===== src/rtl/icache_pkg.sv =====
package icache_pkg;
  localparam int ADDR_W = 32;
  localparam int DATA_W = 32;
  localparam int LINES  = 32;
  localparam int WPL    = 4;
  localparam int BYTE_W = 2;
  localparam int OFF_W  = $clog2(WPL);
  localparam int IDX_W  = $clog2(LINES);
  localparam int TAG_W  = ADDR_W - IDX_W - OFF_W - BYTE_W;
  localparam int LO_W   = BYTE_W + OFF_W;

  typedef logic [ADDR_W-1:0] addr_t;
  typedef logic [DATA_W-1:0] word_t;
  typedef logic [OFF_W-1:0]  off_t;
  typedef logic [IDX_W-1:0]  idx_t;
  typedef logic [TAG_W-1:0]  tag_t;

  function automatic off_t word_of(addr_t a);
    return a[BYTE_W +: OFF_W];
  endfunction

  function automatic idx_t index_of(addr_t a);
    return a[LO_W +: IDX_W];
  endfunction

  function automatic tag_t tag_of(addr_t a);
    return a[ADDR_W-1 -: TAG_W];
  endfunction

  function automatic addr_t line_base(addr_t a);
    return {a[ADDR_W-1:LO_W], {LO_W{1'b0}}};
  endfunction

  function automatic addr_t beat_addr(addr_t base, off_t w);
    return base | (addr_t'(w) << BYTE_W);
  endfunction
endpackage


===== src/rtl/icache_tags.sv =====
module icache_tags
  import icache_pkg::*;
(
  input  logic clk,
  input  logic rst_n,
  input  logic inv,
  input  idx_t look_idx,
  input  tag_t look_tag,
  output logic look_hit,
  input  logic fill_start,
  input  logic fill_done,
  input  idx_t fill_idx,
  input  tag_t fill_tag
);
  logic [LINES-1:0] valid_q;
  tag_t             tag_q [LINES];
  logic             drop_q;
  logic             fill_commit;

  assign look_hit    = valid_q[look_idx] && (tag_q[look_idx] == look_tag) && !inv;
  assign fill_commit = fill_done && !inv && !drop_q;

  always_ff @(posedge clk) begin
    if (!rst_n) begin
      valid_q <= '0;
      drop_q  <= 1'b0;
    end else begin
      if (fill_start)   drop_q <= 1'b0;
      else if (inv)     drop_q <= 1'b1;
      if (inv)          valid_q <= '0;
      else if (fill_commit) valid_q[fill_idx] <= 1'b1;
    end
  end

  always_ff @(posedge clk) begin
    if (fill_commit) tag_q[fill_idx] <= fill_tag;
  end

  p_inv_clears_r10: assert property (@(posedge clk) disable iff (!rst_n)
    inv |=> (valid_q == '0));
  p_fill_valid_r8: assert property (@(posedge clk) disable iff (!rst_n)
    fill_commit |=> valid_q[$past(fill_idx)]);
  p_drop_keeps_invalid_r11: assert property (@(posedge clk) disable iff (!rst_n)
    (fill_done && drop_q) |=> !valid_q[$past(fill_idx)]);
endmodule


===== src/rtl/icache_fill.sv =====
module icache_fill
  import icache_pkg::*;
(
  input  logic  clk,
  input  logic  rst_n,
  input  logic  start,
  input  addr_t start_addr,
  input  logic  bus_rdy,
  output logic  busy,
  output logic  bus_req,
  output addr_t bus_addr,
  output logic  beat,
  output off_t  beat_off,
  output logic  done
);
  localparam off_t LAST = off_t'(WPL - 1);

  logic  busy_q;
  off_t  cnt_q;
  addr_t base_q;

  assign busy     = busy_q;
  assign bus_req  = busy_q;
  assign bus_addr = beat_addr(base_q, cnt_q);
  assign beat     = busy_q && bus_rdy;
  assign beat_off = cnt_q;
  assign done     = beat && (cnt_q == LAST);

  always_ff @(posedge clk) begin
    if (!rst_n) begin
      busy_q <= 1'b0;
      cnt_q  <= '0;
      base_q <= '0;
    end else if (start) begin
      busy_q <= 1'b1;
      cnt_q  <= '0;
      base_q <= line_base(start_addr);
    end else if (beat) begin
      cnt_q <= cnt_q + off_t'(1);
      if (done) busy_q <= 1'b0;
    end
  end

  p_first_word_r4: assert property (@(posedge clk) disable iff (!rst_n)
    $rose(busy_q) |-> (word_of(bus_addr) == '0));
  p_hold_on_wait_r5: assert property (@(posedge clk) disable iff (!rst_n)
    (bus_req && !bus_rdy) |=> (bus_req && $stable(bus_addr)));
  p_no_restart_r7: assert property (@(posedge clk) disable iff (!rst_n)
    busy_q |-> !start);
endmodule


===== src/rtl/icache_data.sv =====
module icache_data
  import icache_pkg::*;
(
  input  logic  clk,
  input  logic  we,
  input  idx_t  widx,
  input  off_t  woff,
  input  word_t wdata,
  input  logic  re,
  input  idx_t  ridx,
  input  off_t  roff,
  output word_t rdata
);
  word_t mem [LINES*WPL];
  word_t rdata_q;

  assign rdata = rdata_q;

  always_ff @(posedge clk) begin
    if (we) mem[{widx, woff}] <= wdata;
    if (re) rdata_q <= mem[{ridx, roff}];
  end
endmodule


===== src/rtl/fetch_line_cache.sv =====
module fetch_line_cache
  import icache_pkg::*;
(
  input  logic        clk,
  input  logic        rst_n,
  input  logic        inv_i,
  input  logic        fetch_req_i,
  input  logic [31:0] fetch_addr_i,
  output logic        fetch_ready_o,
  output logic        fetch_valid_o,
  output logic [31:0] fetch_data_o,
  output logic        bus_req_o,
  output logic [31:0] bus_addr_o,
  input  logic        bus_rdy_i,
  input  logic [31:0] bus_data_i
);
  logic  busy, beat, done, look_hit;
  logic  accept, hit_acc, miss_acc, crit;
  logic  hit_q;
  off_t  beat_off;
  addr_t miss_addr_q;
  word_t rd_word;

  assign accept   = fetch_req_i && !busy;
  assign hit_acc  = accept && look_hit;
  assign miss_acc = accept && !look_hit;
  assign crit     = beat && (beat_off == word_of(miss_addr_q));

  icache_tags u_tags (
    .clk(clk), .rst_n(rst_n), .inv(inv_i),
    .look_idx(index_of(fetch_addr_i)), .look_tag(tag_of(fetch_addr_i)),
    .look_hit(look_hit),
    .fill_start(miss_acc), .fill_done(done),
    .fill_idx(index_of(miss_addr_q)), .fill_tag(tag_of(miss_addr_q))
  );

  icache_fill u_fill (
    .clk(clk), .rst_n(rst_n), .start(miss_acc), .start_addr(fetch_addr_i),
    .bus_rdy(bus_rdy_i), .busy(busy), .bus_req(bus_req_o), .bus_addr(bus_addr_o),
    .beat(beat), .beat_off(beat_off), .done(done)
  );

  icache_data u_data (
    .clk(clk), .we(beat), .widx(index_of(miss_addr_q)), .woff(beat_off),
    .wdata(bus_data_i), .re(hit_acc), .ridx(index_of(fetch_addr_i)),
    .roff(word_of(fetch_addr_i)), .rdata(rd_word)
  );

  always_ff @(posedge clk) begin
    if (!rst_n) begin
      hit_q       <= 1'b0;
      miss_addr_q <= '0;
    end else begin
      hit_q <= hit_acc;
      if (miss_acc) miss_addr_q <= fetch_addr_i;
    end
  end

  assign fetch_ready_o = !busy;
  assign fetch_valid_o = hit_q || crit;
  assign fetch_data_o  = crit ? bus_data_i : rd_word;

  p_hit_no_bus_r3: assert property (@(posedge clk) disable iff (!rst_n)
    hit_acc |=> (fetch_valid_o && !bus_req_o));
  p_single_source_r6: assert property (@(posedge clk) disable iff (!rst_n)
    !(hit_q && crit));
  p_miss_stalls_r7: assert property (@(posedge clk) disable iff (!rst_n)
    miss_acc |=> (bus_req_o && !fetch_ready_o));
  p_ready_after_fill_r7: assert property (@(posedge clk) disable iff (!rst_n)
    done |=> fetch_ready_o);
endmodule


===== config.mk =====
export PLATFORM = sky130hd
export DESIGN_NAME = fetch_line_cache
export DESIGN_NICKNAME = d
export VERILOG_FILES = /design/src/rtl/icache_pkg.sv /design/src/rtl/icache_tags.sv /design/src/rtl/icache_fill.sv /design/src/rtl/icache_data.sv /design/src/rtl/fetch_line_cache.sv
export SDC_FILE = /design/constraint.sdc
export NUM_CORES = 2
export LEC_CHECK = 0
export CAP_MARGIN = 10
export CORE_ASPECT_RATIO = 0.5
export CORE_MARGIN = 1.5
export CORE_UTILIZATION = 45
export DETAILED_ROUTE_END_ITERATION = 10
export HOLD_SLACK_MARGIN = 0.08
export PLACE_DENSITY_LB_ADDON = 0.2
export SETUP_SLACK_MARGIN = 0.3
export SYNTH_ARGS = -nofsm -noshare
export SYNTH_HDL_FRONTEND = slang
export SYNTH_HIERARCHICAL = 1
export SYNTH_MEMORY_MAX_BITS = 65536
export SYNTH_SLANG_ARGS = --single-unit

===== constraint.sdc =====
create_clock -name clk -period 3.88 [get_ports clk]
set_input_delay 0.776 -clock clk [delete_from_list [all_inputs] [get_ports clk]]
set_output_delay 0.776 -clock clk [all_outputs]
set_load 0.02 [all_outputs]

# --- Word level (Yosys, flattened, before mapping) ---
# Memories as Yosys holds them, arrays and structs flattened. A register that Yosys moved wholly into a read port is not among the register bits.
# Index checks and enable logic that the tools add are counted.
word_totals:
  register_bits: 97
  mem_bits_rw: 4832
  inputBits: 69
  output_inout_bits: 67
  elab_cells: 52
  memories: 2
memory_table:
  columns: ["memory", "words", "word_bits", "read_ports", "rd_clocked_by_memory_dff", "write_ports", "line_no", "rtl"]
  rows:
  - ["u_data.mem", 128, 32, 1, 1, 1, "icache_data.sv:14", "word_t mem [LINES*WPL];"]
  - ["u_tags.tag_q", 32, 23, 1, 0, 1, "icache_tags.sv:16", "tag_t tag_q [LINES];"]
op_classes:
  addsub: 1
  n_lt_le_gt_ge: 3
  n_eq_ne: 3
  muxes: 12
  n_bitwise: 3
  n_reduce_logical: 21
op_table:
  columns: ["operator", "n"]
  rows:
  - ["2-to-1 mux 32 bit", 1]
  - ["OR 32 bit", 1]
  - ["OR 32 x 4 -> 32 bit", 1]
  - ["== test 23 bit", 1]
  - ["less-than comparator 5 x 6 -> 1 bit (second input constant)", 2]
  - ["logical AND 1 bit", 11]
  - ["2-to-1 mux 1 bit", 9]
  - ["binary-select mux 1 bit (select 5 bit)", 1]
  - ["demux 1 bit (select 5 bit)", 1]
  - ["greater-or-equal comparator 5 x 1 -> 1 bit (second input constant)", 1]
  - ["logical NOT 1 bit", 4]
  - ["nonzero test 2 bit", 2]
  - ["OR reduction 2 bit", 2]
  - ["adder 2 x 1 -> 2 bit (second input constant)", 1]
  - ["== test 2 bit", 1]
  - ["== test 2 bit (second input constant)", 1]
  - ["AND reduction 2 bit", 1]
  - ["logical OR 1 bit", 1]
  - ["NOT 1 bit", 1]

# --- Longest topological paths before layout ---
depth:
  depth_word: 8
  depth_mapped: 21
  depth_no_buf: 12

# --- Modules after synthesis ---
# The synthesis kept the hierarchy.
modules_own_cells:
  columns: ["mod", "instances", "cells_per_inst", "area_per_inst_um2", "seq_area_each_um2"]
  rows:
  - ["icache_data", 1, 5990, 156596.4, 123958.9]
  - ["icache_tags", 1, 1505, 29961.2, 22761.8]
  - ["fetch_line_cache", 1, 175, 1805.5, 620.6]
  - ["icache_fill", 1, 112, 1303.8, 620.6]

# --- Least setup slack after synthesis ---
# OpenSTA, ideal clock, no wires.
synth_timing:
  path_kind: "input to register"
  start: "in bus_rdy_i"
  end: "mem u_data/mem[98][0] (netlist bit), enable pin"
  setup_time_ns: 0.461
  arrival_time_ns: 3.712
  required_time_ns: 3.419
  slack_ns: -0.293
  cell_stages: 4
  path_buffers: 1
  path_cell_list: "and2_1 -> clkbuf_1 -> nand4_1 -> nor3_1"
synth_via:
  elab_chain_len: 3
synth_rtl:
  columns: ["element", "line_no", "rtl"]
  rows:
  - ["start, declared", "fetch_line_cache.sv:14", "input logic bus_rdy_i,"]
  - ["logical AND 1 bit", "icache_fill.sv:25", "assign beat = busy_q && bus_rdy;"]
  - ["2-to-1 mux 1 bit", "icache_data.sv:20", "if (we) mem[{widx, woff}] <= wdata;"]
  - ["2-to-1 mux 1 bit (not written as such)", "icache_data.sv:20", null]
  - ["end, declared", "icache_data.sv:14", null]
# Every way passes these cells.

# --- Worst setup path in the final report ---
layout_timing:
  start: "in bus_rdy_i"
  end: "out fetch_data_o[14]"
layout_via:
  elab_chain_len: 3
layout_rtl:
  columns: ["element", "line_no", "rtl"]
  rows:
  - ["logical AND 1 bit", "icache_fill.sv:25", null]
  - ["named net beat", "fetch_line_cache.sv:17", "logic busy, beat, done, look_hit;"]
  - ["logical AND 1 bit", "fetch_line_cache.sv:27", "assign crit = beat && (beat_off == word_of(miss_addr_q));"]
  - ["2-to-1 mux 32 bit", "fetch_line_cache.sv:61", "assign fetch_data_o = crit ? bus_data_i : rd_word;"]
  - ["end, declared", "fetch_line_cache.sv:11", "output logic [31:0] fetch_data_o,"]
# The timed path passes the listed nets, and every way through them passes these cells.

==> qor.yml <==
cells_and_area:
  regArea_um2: 148000
  fin_area_um2: 223000
  n_fill_cell: 31515
  nets: 8884
  final_cell_mix: "4864 x edfxtp_1, 1478 x mux4_2, 544 x buf_4"
  final_common_cell: "edfxtp_1"
  multi_input_comb_area_um2: 41100
  drive_gt1_share_pct: 36.5
  syn_to_final_growth_pct: 17.4
drt:
  ant_nets: 0
  vias_per_cell: 6.20
  wl_per_cell_um: 36.0
  firstDrtPassIters: 6
  drt-total-wl_um: 532000
  drt_iter0_markers: 13757
  vias: 91658
  drc: 0
global_routing:
  grt_antenna_before_repair: 71
  grt-ovfl-total: 0
  grtUsageTotal_pct: 24.8
  grt_pass1_vias: 89455
  grt_max_degree: 129
  grt_pass1_wl_um: 731000
power_and_ir_drop:
  power_w: 0.109
  ir_drop_mv: 0.380
  power.leakage_nw: 70.0
  p_per_area_nw_per_um2: 491
timing:
  tightest_slew_ps: 1280
  post-route-period-util_pct: 94.2
  period_needed_ps: 3660
  whs_ps: 210
  maxSlewViolCount: 0
  clock_skew_ps: 60.4
  setup_viol: 0
  hold_viol_final: 0
  slew_headroom_pct: 14.6
  rsz0062_at_grt: "yes"
  max_freq_mhz: 273
clocking:
  cts_sinks: 4959
  clk_pin_slew_ps: 70
  clk_latency_ps: 1000
  root_buffer: "clkbuf_16"
  cts_tree: "built"
  cts_max_level: 5
  cts_buffers: 435
  clock_path_buffers: 4
synth:
  synth-async-reset-ratio_pct: 0
  ys_seq_elements: 4959
  syn_inst: 7782
  syn_avg_cell_area_um2: 24.4
  synth_edf_count: 4864
  synth_ff_type: "edfxtp_1"
  ys_types: 68
  ys_warn_count: 6
  yosysSeqAreaShare_pct: 78.0
  synthesis.area_um2: 190000
setup_path:
  end_kind: "output port"
  crit_cells: 9
  cpMaxStageDelayCell: "clkdlybuf4s50_1"
  cp_max_fo: 13
  cp.arrival_ps: 2880
  cp-start-kind: "input port"
  path_cells: "clkdlybuf4s50_1 -> buf_6 -> and2_4 -> nand3_2 -> buf_12 -> buf_12 -> buf_6 -> mux2_2 -> dlygate4sd2_1"
  r2r_cells: 14
  critPathTopFamily: "buffers and inverters"
  worstPathRequired_ps: 3100
  crit_type: "in -> out"
  slowest_delay_ps: 430
  path_buf_inv: 6
die:
  core_area_um2: 419000
  rows: 168
  die-area_um2: 426000
  die-width_um: 921
  start_util_pct: 45.2
  die_h_um: 462
  io_pins: 136
placed_design:
  dp_hpwl_um: 326000
  routabilityCongestion: 0.841
  place.port_buffers: 131
  dpl_cell_area_um2: 208000
min_path:
  holdCritPathClass: "in -> reg"
  min_path_cells: 1
run_status:
  status: "complete, no violations"
run:
  cap_violations: 0
==> report_power, final <==
part / switching (W) / internal (W) / leakage (nW)
Clock: 0.0197 / 0.0241 / 6.86
Sequential: 0.000157 / 0.0589 / 44.9
Combinational: 0.00377 / 0.00260 / 18.2
==> logic make-up (layout without fill, tap and decap cells) <==
| kind of cell | after synthesis | after routing | synth area share (%) |
|---|---|---|---|
| other cells | 1 | 23 | 0.00198 |
| xor+xnor | 23 | 23 | 0.110 |
| simple gates | 494 | 494 | 1.19 |
| buf+inv | 417 | 1794 | 1.07 |
| mux | 1718 | 1718 | 18.9 |
| fa+ha+maj | 1 | 1 | 0.00660 |
| flops | 4959 | 4959 | 78.0 |
| compound gates | 169 | 169 | 0.707 |
==> per-stage QoR <==
step,setup TNS (ps),worst slack (ps),util (%),std cells
final,0,223,53.1,14791
after global routing,0,200,53.1,14775
after CTS,0,179,53.0,14762
after detailed placement,-119590,-1180,49.6,13959
after global placement,-118580,-1170,49.6,13959
after floorplan,-27050,-293,-,7783
==> final timing paths <==
kind,startpoint,to,slack (ps)
max,bus_rdy_i,fetch_data_o[14],220
min reg2reg,u_tags/valid_q[7],u_tags/valid_q[7],470
min,bus_data_i[23],u_data/mem[102][23],210
max reg2reg,u_tags/tag_q[7][10],u_data/rdata[25],280
==> what timing repair did <==
item | in CTS | in global routing
endpoints found under the setup margin | 128 | 113
hold buffers | 0 | 0
cloned | 4 | 2
resized for setup | 79 | 36
pin swaps | 12 | 20
buffers inserted | 16 | 4
==> per-layer routing <==
layer | GRT usage (%) | part of all wire, % | up-vias
met1 | 38.3 | 43 | 50771
met3 | 5.14 | 10 | 595
met4 | 5.01 | 2.2 | 22
li1 | - | - | 35678
met2 | 36.9 | 45 | 4592
met5 | 0 | 0.025 | -
==> final cells by class <==
class | instances | area share [%]
Clock inverter | 257 | 1.19
Clock buffer | 526 | 5.12
Antenna cell | 21 | 0.0236
Multi-Input combinational cell | 2407 | 18.5
Sequential cell | 4959 | 66.5
Tap cell | 5610 | 3.15
Inverter | 2 | 0.00899
Timing Repair Buffer | 1009 | 5.59
==> cell usage after synthesis, drive strengths merged, types with 2 or more instances <==
| cell | n | area [µm²] |
|---|---|---|
| edfxtp | 4864 | 146000 |
| mux4 | 1480 | 33400 |
| nor2 | 243 | 915 |
| clkbuf | 208 | 781 |
| buf | 207 | 1230 |
| mux2i | 166 | 1660 |
| nand2 | 106 | 445 |
| dfxtp | 95 | 1900 |
| mux2 | 72 | 845 |
| nor2b | 49 | 307 |
| a21boi | 33 | 357 |
| a22oi | 31 | 233 |
| nand3 | 31 | 160 |
| o21ai | 21 | 105 |
| a221oi | 19 | 166 |
| a21oi | 14 | 77.6 |
| xor2 | 14 | 123 |
| nand4 | 13 | 81.3 |
| nand2b | 12 | 82.6 |
| nor3 | 12 | 60.1 |
| o22ai | 11 | 68.8 |
| xnor2 | 9 | 86.3 |
| a211oi | 8 | 60.1 |
| o211ai | 7 | 52.6 |
| and2 | 6 | 37.5 |
| nand3b | 5 | 37.5 |
| a2111oi | 4 | 41.3 |
| a22o | 4 | 35.0 |
| and3 | 4 | 25.0 |
| nor4 | 4 | 37.5 |
| o21a | 4 | 30.0 |
| or3 | 4 | 25.0 |
| a21bo | 2 | 20.0 |
| o31ai | 2 | 15.0 |
| o32a | 2 | 20.0 |
| or3b | 2 | 17.5 |
==> sequential cells by signal, indices dropped and copies added, names as in the netlist <==
| register | flops |
|---|---|
| u_data/mem | 4096 |
| u_tags/tag_q | 736 |
| u_data/rdata | 32 |
| u_tags/valid_q | 32 |
| miss_addr_q | 30 |
| u_fill/base_q | 28 |
| u_fill/beat_off | 2 |
| hit_q | 1 |
| u_fill/bus_req | 1 |
| u_tags/drop_q | 1 |
==> worst register-to-register path, delay by kind of cell (launching register included) <==
kind | cells | cell delay [ps]
compound gates | 2 | 250
xor+xnor | 1 | 110
buf+inv | 5 | 820
flops | 1 | 350
mux | 2 | 690
simple gates | 4 | 1090
Power figures use the tool's default switching activity.
